File: src/rtl/nxpc_pkg.sv
package nxpc_pkg;

    localparam int XFER_W = 3;

    typedef enum logic [XFER_W-1:0] {
        XFER_NONE      = 3'd0,
        XFER_BR_SET    = 3'd1,
        XFER_BR_CLR    = 3'd2,
        XFER_JREL      = 3'd3,
        XFER_JREL_LINK = 3'd4,
        XFER_JREG      = 3'd5,
        XFER_JREG_LINK = 3'd6,
        XFER_EXC_RET   = 3'd7
    } xfer_e;

    typedef enum logic [1:0] {
        SRC_REL = 2'd0,
        SRC_REG = 2'd1,
        SRC_EXC = 2'd2
    } tgt_src_e;

    typedef struct packed {
        logic     taken;    // a delayed transfer is taken
        logic     link;     // write PC+8 to the link register
        logic     restore;  // exception return: restore status, redirect now
        tgt_src_e src;
    } xfer_ctl_t;

    localparam xfer_ctl_t CTL_IDLE = '{taken: 1'b0, link: 1'b0, restore: 1'b0, src: SRC_REL};

    function automatic xfer_ctl_t classify(input xfer_e op, input logic flag);
        xfer_ctl_t c;
        c = CTL_IDLE;
        unique case (op)
            XFER_BR_SET:    c.taken = flag;
            XFER_BR_CLR:    c.taken = ~flag;
            XFER_JREL:      c.taken = 1'b1;
            XFER_JREL_LINK: begin c.taken = 1'b1; c.link = 1'b1; end
            XFER_JREG:      begin c.taken = 1'b1; c.src = SRC_REG; end
            XFER_JREG_LINK: begin c.taken = 1'b1; c.link = 1'b1; c.src = SRC_REG; end
            XFER_EXC_RET:   begin c.restore = 1'b1; c.src = SRC_EXC; end
            default:        c = CTL_IDLE;
        endcase
        return c;
    endfunction

endpackage

File: src/rtl/nxpc_decode.sv
module nxpc_decode
    import nxpc_pkg::*;
(
    input  logic              valid_i,
    input  logic              in_slot_i,
    input  xfer_e             op_i,
    input  logic              flag_i,
    output xfer_ctl_t         ctl_o
);
    // A transfer retiring inside a delay slot, or no retire at all, is inert.
    always_comb begin
        if (valid_i && !in_slot_i) ctl_o = classify(op_i, flag_i);
        else                       ctl_o = CTL_IDLE;
    end
endmodule

File: src/rtl/nxpc_target.sv
module nxpc_target
    import nxpc_pkg::*;
#(
    parameter int AW = 32,
    parameter int OW = 26
) (
    input  logic [AW-1:0] pc_i,
    input  logic [OW-1:0] ofs_i,
    input  logic [AW-1:0] rtgt_i,
    input  logic [AW-1:0] epc_i,
    input  tgt_src_e      src_i,
    output logic [AW-1:0] tgt_o
);
    localparam int SHIFT = 2;

    logic [AW-1:0] ofs_bytes;
    logic [AW-1:0] rel_tgt;

    generate
        if (AW >= OW + SHIFT) begin : g_sext
            assign ofs_bytes = {{(AW-OW-SHIFT){ofs_i[OW-1]}}, ofs_i, {SHIFT{1'b0}}};
        end else begin : g_trunc
            logic [OW+SHIFT-1:0] wide;
            assign wide      = {ofs_i, {SHIFT{1'b0}}};
            assign ofs_bytes = wide[AW-1:0];
        end
    endgenerate

    assign rel_tgt = pc_i + ofs_bytes;

    always_comb begin
        unique case (src_i)
            SRC_REG: tgt_o = rtgt_i;
            SRC_EXC: tgt_o = epc_i;
            default: tgt_o = rel_tgt;
        endcase
    end
endmodule

File: src/rtl/nxpc_link.sv
module nxpc_link #(
    parameter int AW       = 32,
    parameter int IW       = 5,
    parameter int LINK_REG = 9
) (
    input  logic          link_i,
    input  logic [AW-1:0] pc_i,
    output logic          we_o,
    output logic [IW-1:0] idx_o,
    output logic [AW-1:0] data_o
);
    localparam logic [AW-1:0] SKIP = AW'(8);

    assign we_o   = link_i;
    assign idx_o  = IW'(LINK_REG);
    assign data_o = pc_i + SKIP;
endmodule

File: src/rtl/nxpc_unit.sv
module nxpc_unit
    import nxpc_pkg::*;
#(
    parameter int AW       = 32,
    parameter int OW       = 26,
    parameter int SW       = 32,
    parameter int IW       = 5,
    parameter int LINK_REG = 9
) (
    input  logic          clk,
    input  logic          rst,
    input  logic          valid_i,
    input  logic [AW-1:0] pc_i,
    input  logic [2:0]    op_i,
    input  logic [OW-1:0] ofs_i,
    input  logic [AW-1:0] rtgt_i,
    input  logic          flag_i,
    input  logic [AW-1:0] epc_i,
    input  logic [SW-1:0] esr_i,
    output logic [AW-1:0] seq_pc_o,
    output logic          redir_o,
    output logic [AW-1:0] redir_pc_o,
    output logic          in_slot_o,
    output logic          link_we_o,
    output logic [IW-1:0] link_idx_o,
    output logic [AW-1:0] link_data_o,
    output logic          sr_we_o,
    output logic [SW-1:0] sr_val_o
);
    localparam logic [AW-1:0] STEP = AW'(4);

    xfer_ctl_t     ctl;
    logic [AW-1:0] tgt;
    logic          slot_q;
    logic [AW-1:0] held_q;
    logic          redir_q;
    logic [AW-1:0] redir_pc_q;

    nxpc_decode u_dec (
        .valid_i   (valid_i),
        .in_slot_i (slot_q),
        .op_i      (xfer_e'(op_i)),
        .flag_i    (flag_i),
        .ctl_o     (ctl)
    );

    nxpc_target #(.AW(AW), .OW(OW)) u_tgt (
        .pc_i   (pc_i),
        .ofs_i  (ofs_i),
        .rtgt_i (rtgt_i),
        .epc_i  (epc_i),
        .src_i  (ctl.src),
        .tgt_o  (tgt)
    );

    nxpc_link #(.AW(AW), .IW(IW), .LINK_REG(LINK_REG)) u_lnk (
        .link_i (ctl.link),
        .pc_i   (pc_i),
        .we_o   (link_we_o),
        .idx_o  (link_idx_o),
        .data_o (link_data_o)
    );

    // Delay-slot tracking: a taken transfer arms the slot; the next retire
    // consumes it and releases the held destination one cycle later.
    always_ff @(posedge clk) begin
        if (rst) begin
            slot_q     <= 1'b0;
            held_q     <= '0;
            redir_q    <= 1'b0;
            redir_pc_q <= '0;
        end else begin
            redir_q <= 1'b0;
            if (valid_i && slot_q) begin
                slot_q     <= 1'b0;
                redir_q    <= 1'b1;
                redir_pc_q <= held_q;
            end else if (ctl.taken) begin
                slot_q <= 1'b1;
                held_q <= tgt;
            end else if (ctl.restore) begin
                redir_q    <= 1'b1;
                redir_pc_q <= tgt;
            end
        end
    end

    assign seq_pc_o   = pc_i + STEP;
    assign redir_o    = redir_q;
    assign redir_pc_o = redir_pc_q;
    assign in_slot_o  = slot_q;
    assign sr_we_o    = ctl.restore;
    assign sr_val_o   = esr_i;

    // ---------------- assertions ----------------
    p_slot_release_r6: assert property (@(posedge clk) disable iff (rst)
        (valid_i && in_slot_o) |=> (redir_o && !in_slot_o));

    p_slot_hold_r6: assert property (@(posedge clk) disable iff (rst)
        (!valid_i && in_slot_o) |=> (in_slot_o && $stable(in_slot_o)));

    p_link_value_r7: assert property (@(posedge clk) disable iff (rst)
        link_we_o |-> (valid_i && link_data_o == pc_i + AW'(8)));

    p_no_link_in_slot_r9: assert property (@(posedge clk) disable iff (rst)
        in_slot_o |-> (!link_we_o && !sr_we_o));

    p_not_taken_r3: assert property (@(posedge clk) disable iff (rst)
        (valid_i && !in_slot_o && op_i == 3'd1 && !flag_i) |=> !in_slot_o);

    p_exc_return_r8: assert property (@(posedge clk) disable iff (rst)
        (valid_i && !in_slot_o && op_i == 3'd7)
            |=> (redir_o && !in_slot_o && redir_pc_o == $past(epc_i)));

    p_idle_r10: assert property (@(posedge clk) disable iff (rst)
        (!valid_i && !in_slot_o) |=> !in_slot_o);
endmodule

File: config.mk
export PLATFORM = sky130hd
export DESIGN_NAME = nxpc_unit
export DESIGN_NICKNAME = d
export VERILOG_FILES = /design/src/rtl/nxpc_pkg.sv /design/src/rtl/nxpc_decode.sv /design/src/rtl/nxpc_target.sv /design/src/rtl/nxpc_link.sv /design/src/rtl/nxpc_unit.sv
export SDC_FILE = /design/constraint.sdc
export NUM_CORES = 1
export LEC_CHECK = 0
export ABC_AREA = 1
export BUFFER_PORTS_ARGS = -buffer_cell sky130_fd_sc_hd__clkbuf_2
export CORE_MARGIN = 5
export CORE_UTILIZATION = 35
export DETAILED_ROUTE_END_ITERATION = 10
export HOLD_SLACK_MARGIN = 0.05
export MAX_ROUTING_LAYER = met4
export PLACE_DENSITY_LB_ADDON = 0.1
export SLEW_MARGIN = 20
export SYNTH_ARGS = -nofsm -noshare
export SYNTH_HDL_FRONTEND = slang
export SYNTH_SLANG_ARGS = --single-unit
export TNS_END_PERCENT = 20
File: constraint.sdc
create_clock -name clk -period 6.3 [get_ports clk]
set_input_delay 0.63 -clock clk [delete_from_list [all_inputs] [get_ports clk]]
set_output_delay 0.63 -clock clk [all_outputs]
set_load 0.01 [all_outputs]
==> results of run 1 <==
-- cell usage in the layout (no fill, tap or decap), types with 10 or more instances in the layout --
cell and count:
sky130_fd_sc_hd__nand2_1 317, sky130_fd_sc_hd__clkbuf_2 228, sky130_fd_sc_hd__inv_1 155, sky130_fd_sc_hd__nor2_1 140
sky130_fd_sc_hd__a21oi_1 83, sky130_fd_sc_hd__nand3_1 75, sky130_fd_sc_hd__dfxtp_1 66, sky130_fd_sc_hd__xor2_1 45
sky130_fd_sc_hd__o21ai_0 42, sky130_fd_sc_hd__ha_1 33, sky130_fd_sc_hd__a22o_1 20, sky130_fd_sc_hd__o211ai_1 16
sky130_fd_sc_hd__xnor2_1 10, sky130_fd_sc_hd__nor3_1 10
-- sequential cells by signal, summed over array words and instances, names as in the netlist --
register and cells:
redir_pc_o 32, in_slot_o 1, redir_o 1, held_q 32
-- kinds of logic after synthesis --
family,count (synthesis),synth area share [%]
fa+ha+maj,34,6.17
simple gates,588,35.7
buf+inv,243,16.3
flops,66,18.8
other cells,2,0.107
xor+xnor,56,7.09
compound gates,185,15.8
-- critical path, delay by kind of cell --
family	cells	cell delay [ps]
fa+ha+maj	1	240
buf+inv	4	680
xor+xnor	1	130
simple gates	5	870
-- layout make-up --
class,count,area [sq um]
Timing Repair Buffer,234,1190
Clock inverter,2,10.0
Multi-Input combinational cell,868,4580
Tap cell,265,332
Clock buffer,14,274
Fill cell,2229,11300
Inverter,162,608
Sequential cell,66,1320
-- stage by stage --
stage / power (uW) / area [sq um] / worst slack, ps / hold WS, ps / util [%]
after detailed placement: 1030 / 8030 / 2960 / 455 / 41.0
after CTS: 1500 / 8310 / 3140 / 464 / 42.4
after global placement: 1020 / 8030 / 3030 / 452 / 41.0
final: 1480 / 8310 / 3120 / 464 / 42.4
after floorplan: 858 / 7030 / 3790 / 430 / -
after global routing: 1590 / 8310 / 2900 / 482 / 42.4
-- power breakdown --
group,total (uW),switching [uW],internal (uW)
registers,474,20.2,453
logic,542,345,197
clock network,468,171,297
total,1480,536,948
-- path summary, 6_finish.rpt --
path                                      from              to  depth (start not counted)
worst max register to register       in_slot_o   redir_pc_o[2]                          7
worst min register to register  redir_pc_o[22]  redir_pc_o[22]                          2
worst min-delay path            redir_pc_o[22]  redir_pc_o[22]                          2
worst max-delay path                   pc_i[2]    seq_pc_o[30]                         11
-- layer usage --
metal / track usage, % / vias up / part of all wire [%]
li1: - / 4028 / -
met3: 2.68 / 22 / 5.8
met2: 34.8 / 207 / 47
met1: 28.1 / 3450 / 47
met5: - / - / 0
met4: 3.46 / 0 / 0.84
==> metrics.md, run 1 <==
| Metric | Value |
|---|---|
| Outcome | `finished, final reports clean` |
| Gp weighted congestion | `approximately 0.9` |
| Final antenna diode count | `0` |
| H-tree lvl count | `3` |
| Slowest stage cell on the critical path | `sky130_fd_sc_hd__clkbuf_2` |
| Number of top-level pins | `a little under 300` |
| Synthesis warning total | `0` |
| GRT Total Usage | `between 20% and 30%` |
| Initial core utilization | `approximately 36%` |
| Leakage power | `around 0.0046 uW` |
| Port Buffers | `between 200 and 250` |
| Drt first pass iters | `5` |
| Final setup violating endpoints | `0` |
| Upper clock frequency limit | `between 300 and 400 MHz` |
| Total Wirelength | `~24,000 microns` |
| IR drop worst, VDD | `0.000136 V` |
| Critical Setup Path Class | `input pin to output port` |
| Flop2flop setup slack | `between 3000 and 4000 ps` |
| Biggest cell delay along the critical path | `a little under 300 ps` |
| Post-Synthesis Cells | `approximately 1,200` |
| Number of pins exceeding their max-slew limit in the final report | `0` |
| Top FF cell, synth | `sky130_fd_sc_hd__dfxtp_1` |
| Worst path required time | `around 5700 ps` |
| Class of the worst hold path | `flip-flop to flip-flop` |
| Number of buffers on the longest clock path | `2` |
| Post-synth top cells | `sky130_fd_sc_hd__nand2_1, sky130_fd_sc_hd__inv_1, sky130_fd_sc_hd__nor2_1` |
| Wire length of the first global-routing pass | `roughly 38,000 microns` |
| Share of synthesized area occupied by flip-flops and latches | `between 10% and 20%` |
| Residual DRC count | `0` |
| Yosys cell types | `47` |
| Relative slew margins | `between 20 and 30%` |
| Final Non-Filler Cells | `between 1,500 and 2,000` |
| Count of instances resized after the clock tree is built | `0` |
| Post-synthesis cell area | `0.00702 sq mm` |
| Pin count of the biggest net entering global routing | `50` |
| Aggregate negative setup slack | `0 ps` |
| Total via count after detailed routing | `7,707` |
| Cell type with the largest total area after synthesis | `sky130_fd_sc_hd__dfxtp_1` |
| Setup repair after global routing missed its margin | `no` |
| Proportion of synthesized flip-flops having asynchronous set or reset | `0%` |
| Clock period minus final worst setup slack | `3180 ps` |
| Clk_lat worst skew | `between 300 and 400 ps` |
| Vias per cell | `roughly 4.8` |
| Cell chain of the critical path | `clkbuf_2 > ha_1 > nand3_1 > nor2_1 > inv_1 > nor2_2 > inv_1 > nor2_1 > nand2_1 > xor2_1 > clkbuf_2` |
| Clock-pin slew on the worst setup and hold paths | `around 50 ps` |
| Actual transition at the worst max-transition pin | `1090 ps` |
| Post-layout nets | `between 1,500 and 2,000` |
| Average wire length per cell after detail routing | `14.8 microns` |
| Largest cells by area after synthesis | `sky130_fd_sc_hd__dfxtp_1, sky130_fd_sc_hd__nand2_1, sky130_fd_sc_hd__inv_1` |
| Floorplan core area | `0.0196 sq mm` |
| Count of flip-flops with a built-in enable after synthesis | `0` |
| Routed Antenna Nets | `0` |
| Horiz. Die Dim | `~150 microns` |
| Total Die Area | `about 0.023 sq mm` |
| Data arrival, critical path | `approximately 2600 ps` |
| Post-synthesis area per instance | `~6.0 sq um` |
| Final period utilization | `between 50 and 60%` |
| Share of Yosys cell area claimed by the top area cell type | `a little under a fifth` |
| Number of global-route vias before repair | `between 7,000 and 8,000` |
| Number of sinks driven by the clock tree | `between 60 and 70` |
| Number of placed cells counting well taps | `~1,600` |
| Number of DRC markers in iteration 0 | `just under 400` |
| Antenna violations before repair | `0` |
| Most frequently used cell type in the post-synthesis netlist | `sky130_fd_sc_hd__nand2_1` |
| Max Clock Skew | `3.21 ps` |
| Crit Path Max Fanout | `12` |
| Setup Buffers After CTS | `0` |
| P per Cell Area | `178 mW/mm^2` |
| Post-CTS Hold Fix Bufs | `0` |
| Capturing element type of the critical path | `output port` |
| Synth Register Bits | `66` |
| Layout Area Growth over Synthesis | `18.4%` |
| Startpoint type of the worst setup path | `input pin` |
| Proportion of layout cells with a drive suffix above 1 | `21.5%` |
| Hold violation total from the final report | `0` |
| Cts bufs inserted | `9` |
| Number of maximum-capacitance constraint violations | `0` |
| Rows | `51` |
| Total half-perimeter wirelength after legalization and detailed placement | `19,200 microns` |
| CTS tree | `built` |
| Remaining global-route overflow | `0` |
| Die Y | `about 150 microns` |
| CTS root buffer | `sky130_fd_sc_hd__clkbuf_16` |
(Power assumes the default switching activity.)
==> inputs of run 2 (changes only) <==
--- a/config.mk
+++ b/config.mk
@@ -5,7 +5,7 @@
 export SDC_FILE = /design/constraint.sdc
 export NUM_CORES = 1
 export LEC_CHECK = 0
-export ABC_AREA = 1
+export ABC_AREA = 0
 export BUFFER_PORTS_ARGS = -buffer_cell sky130_fd_sc_hd__clkbuf_2
 export CORE_MARGIN = 5
 export CORE_UTILIZATION = 35
==> constraint.sdc (replaced) <==
create_clock -name clk -period 2.74 [get_ports clk]
set_input_delay 0.274 -clock clk [delete_from_list [all_inputs] [get_ports clk]]
set_output_delay 0.274 -clock clk [all_outputs]
set_load 0.01 [all_outputs]
==> run 2 against run 1 <==
Effect of this change: non-clock buffer count up 80; core utilization grew 4.0 points; critical endpoint is now seq_pc_o[31]; synthesized area down 12%; largest power group unchanged.
==> metrics.md, run 2 <==
| Metric | Value |
|---|---|
| Number of global-route vias before repair | `6,655 (was 7,391)` |
| Number of maximum-capacitance constraint violations | `0 (unchanged)` |
| GRT Total Usage | `21.9% (was 21.0%)` |
| Flop2flop setup slack | `310 ps (was 3370 ps)` |
| Remaining global-route overflow | `0 (unchanged)` |
| Yosys cell types | `67 (was 47)` |
| Area after DPL | `0.00772 sq mm (was 0.00803 sq mm)` |
| Post-route cell area | `0.00804 sq mm (was 0.00831 sq mm)` |
| Setup Buffers After CTS | `0 (unchanged)` |
| Relative slew margins | `42.9% (was 27.2%)` |
| Largest cells by area after synthesis | `sky130_fd_sc_hd__dfxtp_1, sky130_fd_sc_hd__ha_1, sky130_fd_sc_hd__xnor2_1 (was sky130_fd_sc_hd__dfxtp_1, sky130_fd_sc_hd__nand2_1, sky130_fd_sc_hd__inv_1)` |
| Post-Synthesis Cells | `834 (was 1,174)` |
| Cell type with the largest total area after synthesis | `sky130_fd_sc_hd__dfxtp_1 (unchanged)` |
| Cell internal pwr | `2300 uW (was 948 uW)` |
| Crit path capture | `seq_pc_o[31] (was seq_pc_o[30])` |
| Met2 Routed Length | `10,000 microns (was 11,100 microns)` |
| Most common library cell in the layout ignoring fill and taps | `sky130_fd_sc_hd__clkbuf_2 (was sky130_fd_sc_hd__nand2_1)` |
| Capturing element type of the critical path | `output port (unchanged)` |
| Number of pins exceeding their max-slew limit in the final report | `0 (unchanged)` |
| Total Wirelength | `22,400 microns (was 23,900 microns)` |
| Number of cells on the critical path | `12 (was 11)` |
| Biggest cell delay along the critical path | `260 ps (was 290 ps)` |
| Share of Yosys cell area claimed by the top area cell type | `21.4% (was 18.8%)` |
| Startpoint of the worst setup timing path | `pc_i[3] (was pc_i[2])` |
| Slowest stage cell on the critical path | `sky130_fd_sc_hd__and4_4 (was sky130_fd_sc_hd__clkbuf_2)` |
| Outcome | `finished, final reports clean (unchanged)` |
| Clock period minus final worst setup slack | `~2600 ps` |
| Average wire length per cell after detail routing | `17.3 microns (was 14.8 microns)` |
| Setup repair after global routing missed its margin | `no (unchanged)` |
| Psw | `1190 uW (was 536 uW)` |
| Leakage power | `0.00370 uW (was 0.00460 uW)` |
| Critical Setup Path Class | `input pin to output port (unchanged)` |
| Overall power after layout | `3490 uW (was 1480 uW)` |
| Antenna violations before repair | `0 (unchanged)` |
| Class of the worst hold path | `input pin to flip-flop (was flip-flop to flip-flop)` |
| Startpoint type of the worst setup path | `input pin (unchanged)` |
| Family of cells with the greatest summed delay on the critical path | `simple AND/OR/NAND/NOR gates (unchanged)` |
| Final antenna diode count | `0 (unchanged)` |
| Port Buffers | `228 (unchanged)` |
| Initial core utilization | `35.8% (about the same)` |
| Share of synthesized area occupied by flip-flops and latches | `21.4% (was 18.8%)` |
| Total via count after detailed routing | `6,832 (was 7,707)` |
| Die Y | `143 microns (was 152 microns)` |
| Post-synthesis area per instance | `7.42 sq um (was 5.98 sq um)` |
| Residual DRC count | `0 (unchanged)` |
| Final period utilization | `93.7%` |
| Top routing layer in use | `met4 (unchanged)` |
| Clk_lat worst skew | `330 ps (was 320 ps)` |
| Vias per cell | `5.29 (was 4.78)` |
| Detail Route met3 WL | `1400 microns (was 1380 microns)` |
| H-tree lvl count | `3 (unchanged)` |
| Synth Register Bits | `66 (unchanged)` |
| Worst path required time | `2470 ps (was 5670 ps)` |
| Hold violation total from the final report | `0 (unchanged)` |
| Proportion of synthesized flip-flops having asynchronous set or reset | `0% (unchanged)` |
| Number of top-level pins | `298 (unchanged)` |
| Most common cell type on the critical path | `sky130_fd_sc_hd__clkbuf_2` |
| CTS root buffer | `sky130_fd_sc_hd__clkbuf_16 (unchanged)` |
| IR drop worst, VDD | `0.000306 V (was 0.000136 V)` |
| Start point of the worst hold path | `valid_i (was redir_pc_o[22])` |
| Wire length of the first global-routing pass | `35,200 microns (was 37,700 microns)` |
| Cts bufs inserted | `9 (unchanged)` |
| Top FF cell, synth | `sky130_fd_sc_hd__dfxtp_1 (unchanged)` |
| Power share of the sequential group | `30.8% (was 31.9%)` |
| Routed Antenna Nets | `0 (unchanged)` |
| Met1 wire length | `10,600 microns (was 11,100 microns)` |
| Layout Area Growth over Synthesis | `30.0% (was 18.4%)` |
| P per Cell Area | `434 mW/mm^2 (was 178 mW/mm^2)` |
| Portion of total power attributed to the clock network | `32.4% (was 31.5%)` |
| Synthesis warning total | `0 (unchanged)` |
| CTS tree | `built (unchanged)` |
| Critical R2R Launch | `in_slot_o (unchanged)` |
| Data arrival, critical path | `2290 ps (was 2550 ps)` |
| Total Die Area | `0.0204 sq mm (was 0.0230 sq mm)` |
| Capturing point of the worst reg2reg path | `redir_pc_o[20] (was redir_pc_o[2])` |
| Actual transition at the worst max-transition pin | `856 ps (was 1090 ps)` |
| Crit Path Max Fanout | `4 (was 12)` |
| Post-layout nets | `1,257 (was 1,536)` |
| Number of buffers on the longest clock path | `2 (unchanged)` |
| Rows | `48 (was 51)` |
| Gp weighted congestion | `0.883 (was 0.916)` |
| Cell chain of the critical path | `clkbuf_2 > buf_4 > ha_2 > and3_4 > and3_1 > and4_4 > nand3_2 > nor2_2 > and3_2 > nand4_1 > xnor2_1 > clkbuf_2 (was clkbuf_2 > ha_1 > nand3_1 > nor2_1 > inv_1 > nor2_2 > inv_1 > nor2_1 > nand2_1 > xor2_1 > clkbuf_2)` |
| Most used cells in the layout excluding fill and tap cells | `sky130_fd_sc_hd__clkbuf_2, sky130_fd_sc_hd__nand2_1, sky130_fd_sc_hd__nor2_1 (was sky130_fd_sc_hd__nand2_1, sky130_fd_sc_hd__clkbuf_2, sky130_fd_sc_hd__inv_1)` |
| Clock-pin slew on the worst setup and hold paths | `50 ps (about the same)` |
| Count of buffer and inverter cells on the critical path | `3 (was 4)` |
| Pin count of the biggest net entering global routing | `43 (was 50)` |
| Count of flip-flops with a built-in enable after synthesis | `0 (unchanged)` |
| Drt first pass iters | `5 (unchanged)` |
| Post-synth top cells | `sky130_fd_sc_hd__nand2_1, sky130_fd_sc_hd__nor2_1, sky130_fd_sc_hd__dfxtp_1 (was sky130_fd_sc_hd__nand2_1, sky130_fd_sc_hd__inv_1, sky130_fd_sc_hd__nor2_1)` |
| Proportion of layout cells with a drive suffix above 1 | `33.3% (was 21.5%)` |
| Horiz. Die Dim | `143 microns (was 152 microns)` |
| Most frequently used cell type in the post-synthesis netlist | `sky130_fd_sc_hd__nand2_1 (unchanged)` |
| Number of cell instances on the worst register-to-register path | `8 (was 7)` |
| Max Clock Skew | `5.04 ps (was 3.21 ps)` |
| Switching share of power | `34.2% (was 36.1%)` |
| Power share of the combinational group | `36.8% (was 36.5%)` |
| Upper clock frequency limit | `390 MHz` |
| Final setup violating endpoints | `0 (unchanged)` |
| Number of sinks driven by the clock tree | `66 (unchanged)` |
| Total half-perimeter wirelength after legalization and detailed placement | `18,100 microns (was 19,200 microns)` |
| Post-synthesis cell area | `0.00618 sq mm (was 0.00702 sq mm)` |
| Floorplan core area | `0.0173 sq mm (was 0.0196 sq mm)` |
| Number of DRC markers in iteration 0 | `379 (was 394)` |
-- run 2: cells by family (layout without fill, tap and decap cells) --
group / Yosys count / in the layout / synth area share, %
buf+inv: 115 / 345 / 9.77
mux: 6 / 6 / 1.09
simple gates: 282 / 282 / 21.3
xor+xnor: 75 / 75 / 10.6
other cells: 2 / 5 / 0.121
fa+ha+maj: 34 / 34 / 7.00
flops: 66 / 66 / 21.4
compound gates: 254 / 254 / 28.7
-- run 2: timing repair --
item | in CTS | in global routing
setup endpoints to repair | 0 | 9
gates resized for setup | 0 | 7
endpoints found under the hold margin | 0 | 0
hold buffers | 0 | 0
-- run 2: worst reg2reg max path, cell delays in order, from the launching register on --
cell                        delay (ps)
sky130_fd_sc_hd__dfxtp_1           380
sky130_fd_sc_hd__nor2b_1            80
sky130_fd_sc_hd__and2_1            160
sky130_fd_sc_hd__nand3_1           160
sky130_fd_sc_hd__ha_2              560
sky130_fd_sc_hd__buf_4             230
sky130_fd_sc_hd__a221o_1           160
sky130_fd_sc_hd__o21ai_0           170
sky130_fd_sc_hd__a2111oi_0         420
-- run 2: metal layers --
layer / vias up / GRT usage (%)
met5: - / -
met4: 0 / 5.75
met3: 22 / 3.82
met2: 250 / 33.6
met1: 3108 / 29.9
li1: 3452 / -
-- run 2: metrics by stage --
step	hold slack (ps)	TNS [ps]	utilization [%]	worst slack, ps	cells
6_report	259	0	46.5	174	1292
5_1_grt	269	0	46.5	7.37	1292
4_1_cts	246	0	46.3	57.9	1292
3_5_place_dp	444	-1260	44.6	-164	1276
3_3_place_gp	439	-724	44.6	-108	1276
2_1_floorplan	432	0	-	19.0	837
-- run 2: cell type report --
| cell class | count | area (sq um) |
|---|---|---|
| Timing Repair Buffer | 314 | 1790 |
| Multi-Input combinational cell | 656 | 4290 |
| Clock inverter | 6 | 67.6 |
| Tap cell | 225 | 282 |
| Fill cell | 1834 | 9260 |
| Clock buffer | 10 | 229 |
| Inverter | 15 | 56.3 |
| Sequential cell | 66 | 1320 |
-- run 2: power by group through the flow --
stage / Combinational [uW] / Sequential [uW] / Clock (uW)
6_report: 1280 / 1080 / 1130
3_5_place_dp: 1270 / 1100 / 0
3_3_place_gp: 1270 / 1090 / 0
4_1_cts: 1280 / 1080 / 1160
2_1_floorplan: 780 / 1100 / 0
5_1_grt: 1420 / 1080 / 1200
-- run 2: how the worst min path moves through the flow --
stage | endpoint | slack (ps) | depth (start not counted)
6_report | in_slot_o | 260 | 3
2_1_floorplan | redir_pc_o[15] | 430 | 2
4_1_cts | in_slot_o | 250 | 3
3_3_place_gp | redir_pc_o[14] | 440 | 2
5_1_grt | in_slot_o | 270 | 3
3_5_place_dp | held_q[18] | 440 | 2
